[src/rtl/vxd_pkg.sv]
package vxd_pkg;
    typedef enum logic {
        ST_RUN     = 1'b0,
        ST_HANDLER = 1'b1
    } vxd_state_e;

    localparam int unsigned EV_OVF   = 0;
    localparam int unsigned EV_UNDEF = 1;
    localparam int unsigned NUM_EV   = 2;
endpackage

[src/rtl/vxd_prio.sv]
// Fixed priority: the highest-numbered active request wins.
module vxd_prio #(
    parameter int unsigned NUM_EV = 2,
    localparam int unsigned IDW   = (NUM_EV > 1) ? $clog2(NUM_EV) : 1
) (
    input  logic [NUM_EV-1:0] req_i,
    output logic              hit_o,
    output logic [IDW-1:0]    id_o
);
    always_comb begin
        hit_o = 1'b0;
        id_o  = '0;
        for (int i = 0; i < int'(NUM_EV); i++) begin
            if (req_i[i]) begin
                hit_o = 1'b1;
                id_o  = IDW'(i);
            end
        end
    end
endmodule

[src/rtl/vxd_vec_table.sv]
module vxd_vec_table #(
    parameter int unsigned NUM_EV = 2,
    parameter int unsigned AW     = 32,
    parameter logic [AW-1:0] BASE = 32'hC000_0000,
    parameter int unsigned STRIDE = 32'h20,
    localparam int unsigned IDW   = (NUM_EV > 1) ? $clog2(NUM_EV) : 1
) (
    input  logic [IDW-1:0] id_i,
    output logic [AW-1:0]  addr_o
);
    logic [AW-1:0] tbl [NUM_EV];

    for (genvar gi = 0; gi < int'(NUM_EV); gi++) begin : g_entry
        assign tbl[gi] = BASE + AW'(STRIDE * gi);
    end

    always_comb begin
        addr_o = tbl[0];
        for (int i = 0; i < int'(NUM_EV); i++) begin
            if (id_i == IDW'(i)) addr_o = tbl[i];
        end
    end
endmodule

[src/rtl/vxd_epc_reg.sv]
module vxd_epc_reg #(
    parameter int unsigned AW   = 32,
    parameter int unsigned ILEN = 4
) (
    input  logic          clk,
    input  logic          rst_n,
    input  logic          cap_i,
    input  logic [AW-1:0] pc_plus4_i,
    output logic [AW-1:0] epc_o
);
    always_ff @(posedge clk or negedge rst_n) begin
        if (!rst_n)     epc_o <= '0;
        else if (cap_i) epc_o <= pc_plus4_i - AW'(ILEN);
    end

    AST_EPC_HOLD: assert property (@(posedge clk) disable iff (!rst_n)
        !cap_i |=> $stable(epc_o));
endmodule

[src/rtl/vec_dispatch_unit.sv]
module vec_dispatch_unit
    import vxd_pkg::*;
#(
    parameter int unsigned AW       = 32,
    parameter logic [AW-1:0] VBASE  = 32'hC000_0000,
    parameter int unsigned VSTRIDE  = 32'h20,
    parameter int unsigned ILEN     = 4
) (
    input  logic          clk,
    input  logic          rst_n,
    input  logic [AW-1:0] pc_plus4_i,
    input  logic          ovf_i,
    input  logic          undef_i,
    input  logic          eret_i,
    output logic [AW-1:0] epc_o,
    output logic [AW-1:0] pc_redirect_o,
    output logic          pc_sel_o,
    output logic          wb_inhibit_o
);
    localparam int unsigned IDW = (NUM_EV > 1) ? $clog2(NUM_EV) : 1;

    vxd_state_e         state_q, state_d;
    logic [NUM_EV-1:0]  ev_req;
    logic               exc_hit;
    logic [IDW-1:0]     ev_id;
    logic [AW-1:0]      vec_addr;
    logic               ret_take;

    always_comb begin
        ev_req           = '0;
        ev_req[EV_OVF]   = ovf_i;
        ev_req[EV_UNDEF] = undef_i;
    end

    vxd_prio #(.NUM_EV(NUM_EV)) u_prio (
        .req_i (ev_req),
        .hit_o (exc_hit),
        .id_o  (ev_id)
    );

    vxd_vec_table #(
        .NUM_EV (NUM_EV),
        .AW     (AW),
        .BASE   (VBASE),
        .STRIDE (VSTRIDE)
    ) u_vec (
        .id_i   (ev_id),
        .addr_o (vec_addr)
    );

    vxd_epc_reg #(.AW(AW), .ILEN(ILEN)) u_epc (
        .clk        (clk),
        .rst_n      (rst_n),
        .cap_i      (exc_hit),
        .pc_plus4_i (pc_plus4_i),
        .epc_o      (epc_o)
    );

    // State register
    always_ff @(posedge clk or negedge rst_n) begin
        if (!rst_n) state_q <= ST_RUN;
        else        state_q <= state_d;
    end

    // Outputs and transitions
    always_comb begin
        state_d       = state_q;
        pc_sel_o      = 1'b0;
        pc_redirect_o = vec_addr;
        wb_inhibit_o  = 1'b0;
        ret_take      = 1'b0;
        unique case (state_q)
            ST_RUN: begin
                if (exc_hit) begin            // TAKE_EXC
                    pc_sel_o     = 1'b1;
                    wb_inhibit_o = 1'b1;
                    state_d      = ST_HANDLER;
                end
            end
            ST_HANDLER: begin
                if (exc_hit) begin            // RETAKE_EXC, return ignored
                    pc_sel_o     = 1'b1;
                    wb_inhibit_o = 1'b1;
                end else if (eret_i) begin    // RETURN
                    pc_sel_o      = 1'b1;
                    pc_redirect_o = epc_o;
                    ret_take      = 1'b1;
                    state_d       = ST_RUN;
                end
            end
            default: state_d = ST_RUN;
        endcase
    end

    AST_EPC_CAPTURE: assert property (@(posedge clk) disable iff (!rst_n)
        wb_inhibit_o |=> epc_o == $past(pc_plus4_i) - AW'(ILEN));
    AST_UNDEF_WINS: assert property (@(posedge clk) disable iff (!rst_n)
        undef_i |-> pc_sel_o && pc_redirect_o == VBASE + AW'(VSTRIDE));
    AST_OVF_VEC: assert property (@(posedge clk) disable iff (!rst_n)
        (ovf_i && !undef_i) |-> pc_sel_o && pc_redirect_o == VBASE);
    AST_RETURN_EPC: assert property (@(posedge clk) disable iff (!rst_n)
        ret_take |-> pc_redirect_o == epc_o && !wb_inhibit_o);
    AST_RET_IGNORED: assert property (@(posedge clk) disable iff (!rst_n)
        (eret_i && (ovf_i || undef_i)) |=> state_q == ST_HANDLER);
    AST_INHIBIT_SEL: assert property (@(posedge clk) disable iff (!rst_n)
        wb_inhibit_o |-> pc_sel_o);
    AST_RUN_NO_RET: assert property (@(posedge clk) disable iff (!rst_n)
        (state_q == ST_RUN && !ovf_i && !undef_i) |-> !pc_sel_o);
endmodule

[config.mk]
export PLATFORM = sky130hd
export DESIGN_NAME = vec_dispatch_unit
export DESIGN_NICKNAME = d
export VERILOG_FILES = /design/src/rtl/vxd_pkg.sv /design/src/rtl/vxd_prio.sv /design/src/rtl/vxd_vec_table.sv /design/src/rtl/vxd_epc_reg.sv /design/src/rtl/vec_dispatch_unit.sv
export SDC_FILE = /design/constraint.sdc
export NUM_CORES = 1
export LEC_CHECK = 0
export BUFFER_PORTS_ARGS = -buffer_cell sky130_fd_sc_hd__clkbuf_2
export CORE_MARGIN = 4
export CORE_UTILIZATION = 41
export DETAILED_ROUTE_END_ITERATION = 10
export PLACE_DENSITY = 0.71
export SYNTH_ARGS = -nofsm -noshare
export SYNTH_HDL_FRONTEND = slang
export SYNTH_SLANG_ARGS = --single-unit
[constraint.sdc]
create_clock -name clk -period 1.4 [get_ports clk]
set_input_delay 0 -clock clk [delete_from_list [all_inputs] [get_ports clk]]
set_output_delay 0 -clock clk [all_outputs]
set_load 0.005 [all_outputs]
# After elaboration in Yosys (flattened, before gate mapping)
# Cells that the tools add are included.
# W data, S select, Z words.
[word_totals] inputBits=37 wordCells=18 output_inout_bits=66 reg_bits=33
[classes] add_sub_neg=1 bitwise_logic=1 muxes=14
[ops] cell="$mux W32" count=3
[ops] cell="$sub A32 B3 Y32 const B" count=1
[ops] cell="$mux W1" count=8
[ops] cell="$mux W6" count=1
[ops] cell="$pmux W1 S2" count=2
[ops] cell="$not A1 Y1" count=1

# Logic depth before layout (Yosys ltp)
[depth] ltp_word=5 mapped_depth=7 ltp_nobuf=6

# Cells and area by module
# A second synthesis with hierarchy kept.
[unflattened] cells_unflattened=274 hier_area_um2=2610.0
[modules_own_cells] module="vxd_epc_reg" seq_area_each_um2=800.8 instances=1 area_per_inst_um2=1778.0 cells_per_inst=198
[modules_own_cells] module="vec_dispatch_unit" seq_area_each_um2=25.0 instances=1 area_per_inst_um2=570.5 cells_per_inst=40
[modules_own_cells] module="vxd_vec_table" seq_area_each_um2=0.0 instances=1 area_per_inst_um2=247.7 cells_per_inst=34
[modules_own_cells] module="vxd_prio" seq_area_each_um2=0.0 instances=1 area_per_inst_um2=13.8 cells_per_inst=2

# Worst setup path after synthesis
# OpenSTA, ideal clock, no wires.
[synth_path] kind="input to register" start="input port pc_plus4_i[7]" end="register u_epc.epc_o[17]" setup_ns=0.082 path_buffers=1 slack_ns=-0.437 arrival_ns=1.755 cell_stages=5 required_time_ns=1.318 path_cell_list="or4_1 buf_2 or4_4 or4_1 a31oi_1"
[synth_via] elab_chain_len=1
[synth_lines] element="from (decl)" line_no="vec_dispatch_unit.sv:11" text="input logic [AW-1:0] pc_plus4_i,"
[synth_lines] element="$sub A32 B3 Y32" line_no="vxd_epc_reg.sv:13" text="else if (cap_i) epc_o <= pc_plus4_i - AW'(ILEN);"
[synth_lines] element="to (signal assigned)" line_no="vxd_epc_reg.sv:13"
[synth_lines] element="to (decl)" line_no="vxd_epc_reg.sv:9" text="output logic [AW-1:0] epc_o"
# Every way passes these cells.
# A chain may end at the register's enable or synchronous reset.

# Worst setup path in the final report
[layout_path] start="input port pc_plus4_i[4]" end="register u_epc.epc_o[17]"
# The elaborated chain is that of the path after synthesis.

==> results.py <==
metrics = {
    "min_path": {
        "holdPathEnd": "u_epc.epc_o[28]$_DFFE_PN0P_",
        "worstHoldPathCells": 3,
        "worst_hold_path_type": "input pin to flop",
        "min_from": "pc_plus4_i[28]",
    },
    "run": {
        "drv_cap": 0,
    },
    "setup_path": {
        "worstPathMaxFanout": 5,
        "r2r_end": "u_epc.epc_o[16]$_DFFE_PN0P_",
        "start_kind": "input pin",
        "path_class": "input pin to flop",
        "critical_path_required_ps": 1610,
        "worstReg2RegStart": "u_epc.epc_o[16]$_DFFE_PN0P_",
        "reg2reg_slack_ps": 370,
        "arrival_ps": 1770,
        "reg2regPathDepth": 2,
        "cp-end-kind": "flop",
    },
    "sta": {
        "skew_ps": 0,
        "worst_slew_pin_slew_ps": 437.6,
        "rsz0062_at_grt": "yes",
        "post-route-min-period_ps": 1562,
        "fin_ws_ps": -162.0,
        "hold_viol": 0,
        "whs_ps": 2.098,
        "finalCritPeriodShare_pct": 111.6,
        "report.final.slew_viol_count": 0,
        "fmax_mhz": 640.2,
        "slew_headroom_pct": 70.78,
        "tns_ps": -1078,
        "setup_viol": 32,
    },
    "floorplanning": {
        "rows": 25,
        "die_y_um": 79.56,
        "start_util_pct": 43.30,
        "coreArea_um2": 4848,
        "ios": 103,
        "die_area_um2": 6330,
        "die_x_um": 79.56,
    },
    "detailed_routing": {
        "drc": 0,
        "viasPerCell": 5.466,
        "drt_iter0_drc": 172,
        "wl_per_cell_um": 15.98,
        "first_pass_iters": 4,
        "vias": 2640,
        "finalWirelength_um": 7718,
        "topRoutingLayerUsed": "met4",
        "wl_met3_um": 599,
        "dr_wl_met2_um": 3843,
        "antenna_left": 0,
        "wl_met1_um": 3158,
    },
    "power": {
        "pwr-share-comb_pct": 25.9,
        "clkPwrFrac_pct": 31.1,
        "p_leak_uw": 0.001681,
        "power.total_uw": 2578,
        "p_sw_uw": 753.3,
        "power.internal_uw": 1825,
        "p_per_area_nw_per_um2": 711.2,
        "worst_ir_drop_vdd_uv": 400.6,
        "sw_frac_of_total_pct": 29.22,
        "seq_power_share_pct": 43.0,
    },
    "cts": {
        "h-tree-depth": 2,
        "clockBufferDepth": 2,
        "clk_pin_slew_ps": 70,
        "cts_inserted_buffers": 5,
        "cts_tree": "yes",
        "clk-insertion-delay-late_ps": 280,
        "ctsRootBufferMaster": "clkbuf_8",
        "cts.sinks": 33,
    },
    "placement": {
        "hpwl_um": 5073,
        "numPortBuffers": 102,
        "place_congestion": 0.8547,
        "placedCellCount": 460,
    },
    "finish": {
        "nets": 453,
        "drive_gt1_share_pct": 51.20,
        "instances_no_fill": 483,
        "antenna_cells": 0,
        "n_fill_cell": 359,
        "utilization_pct": 74.76,
        "area_growth_pct": 72.65,
    },
    "yosys": {
        "syn_area_per_cell_um2": 8.331,
        "netlist_area_um2": 2100,
        "synth_seq_area_share_pct": 39.33,
        "syn_nets": 290,
        "synth_warnings": 0,
        "ys_ff_latch": 33,
        "synthCells": 252,
        "synthDistinctLibCells": 34,
    },
    "global_routing": {
        "grt_pass1_wl_um": 10900,
        "grt_pass1_vias": 2348,
        "grt_overflow": 0,
        "grt.total_usage_pct": 21.48,
        "grt_start_max_net_pins": 34,
        "antenna_found_initial": 0,
    },
    "status": {
        "status": "finished with violations",
        "violations": "setup timing",
    },
}
==> critical path, cell delays in order <==
cell and delay (ps):
buf_6 90, or4_4 550, or4_4 570, or4_1 420
a31oi_1 140
==> power by group through the flow <==
stage	clock (uW)	sequential (uW)	combinational, uW
after floorplan	0	1120	204
after detailed placement	0	1120	559
after global routing	853	1120	733
final	802	1110	669
after global placement	0	1120	548
after CTS	815	1100	586
==> cells by family (layout without fill, tap and decap cells) <==
kind of cell    after synthesis  count (layout)  synth area share (%)
buf+inv                      21             185                 3.814
fa+ha+maj                     1               1                0.5959
compound gates               49              49                 15.02
flops                        33              33                 39.33
simple gates                137             137                 36.65
xor+xnor                     11              11                 4.589
==> layer usage <==
metal  vias to the layer above  GRT usage (%)
met5                         -              0
met4                         0          5.326
met3                        13          4.176
met2                       111          36.56
met1                      1265          27.87
li1                       1251              -
==> repair_timing <==
item | in CTS | in global routing
resized for setup | 7 | 56
cloned | 0 | 3
buffers inserted | 3 | 3
endpoints found under the setup margin | 6 | 38
endpoints found under the hold margin | 38 | 0
hold buffers | 6 | 0
pin swaps | 5 | 21
==> synthesized netlist by cell type <==
cell,number,area (um2)
o31ai_1,10,75.07
o211a_1,1,10.01
and4_1,2,17.52
xor2_1,3,26.28
or2_2,3,18.77
o31a_1,1,8.760
buf_2,1,5.000
and2_1,29,181.4
and3_1,1,6.260
nor2_1,27,101.4
inv_2,2,7.510
or4_4,1,11.26
or4_1,15,112.6
o21ai_0,3,15.01
clkbuf_1,13,48.80
a21oi_1,5,25.02
nand3_1,6,30.03
ha_1,1,12.51
a41o_1,1,10.01
nand2_1,22,82.58
nand4_1,6,37.54
nor3_1,1,5.000
or3_1,11,68.82
nor4_2,2,25.02
o21ai_1,10,50.05
or2_1,2,12.51
o211ai_1,3,22.52
o41ai_1,2,17.52
inv_1,5,18.77
nor4_1,8,50.05
xnor2_1,8,70.07
nand4b_1,1,8.760
dfrtp_1,33,825.8
a31oi_1,13,81.33
==> sequential cells by signal, summed over array words and instances, names as in the netlist <==
register / cells
u_epc.epc_o: 32
state_q: 1
==> per-stage QoR <==
stage,cell area [um2],setup slack [ps]
floorplan,2130,-311.7
global placement,3075,-441.2
detailed placement,3075,-483.8
CTS,3299,-118.3
global route,3625,-184.2
finish,3625,-162.0
==> worst max path at each step <==
stage | startpoint | endpoint | slack [ps] | cells past startpoint
floorplan | pc_plus4_i[7] | u_epc.epc_o[19]$_DFFE_PN0P_ | -310 | 5
global placement | pc_plus4_i[13] | u_epc.epc_o[19]$_DFFE_PN0P_ | -440 | 5
detailed placement | pc_plus4_i[13] | u_epc.epc_o[17]$_DFFE_PN0P_ | -480 | 5
CTS | pc_plus4_i[4] | u_epc.epc_o[19]$_DFFE_PN0P_ | -120 | 5
global route | pc_plus4_i[4] | u_epc.epc_o[19]$_DFFE_PN0P_ | -180 | 5
finish | pc_plus4_i[4] | u_epc.epc_o[17]$_DFFE_PN0P_ | -160 | 5
==> area by class of cell <==
type                            count  area (um2)  share of cell area, %
Tap cell                           67       83.83                  2.313
Timing Repair Buffer              170        1226                  33.83
Clock buffer                        7       96.34                  2.658
Sequential cell                    33       825.8                  22.78
Clock inverter                      1       5.005                 0.1381
Inverter                            7       26.28                 0.7249
Multi-Input combinational cell    198        1361                  37.56
==> placed cells by master (no fill, tap or decap), drive strengths merged, types with 2 or more instances in the layout <==
| cell | Yosys | final |
|---|---|---|
| xor2 | 3 | 3 |
| nor2 | 27 | 27 |
| clkbuf | 13 | 89 |
| o41ai | 2 | 2 |
| o31ai | 10 | 10 |
| or3 | 11 | 11 |
| o211ai | 3 | 3 |
| a21oi | 5 | 5 |
| or2 | 5 | 5 |
| dlygate4sd3 | 0 | 6 |
| buf | 1 | 82 |
| nand4 | 6 | 6 |
| and2 | 29 | 29 |
| or4 | 16 | 16 |
| inv | 7 | 7 |
| dfrtp | 33 | 33 |
| and4 | 2 | 2 |
| nor4 | 10 | 10 |
| nand3 | 6 | 6 |
| a31oi | 13 | 13 |
| xnor2 | 8 | 8 |
| nand2 | 22 | 22 |
| o21ai | 13 | 13 |
Note: power is estimated with default switching activity, not from simulation.
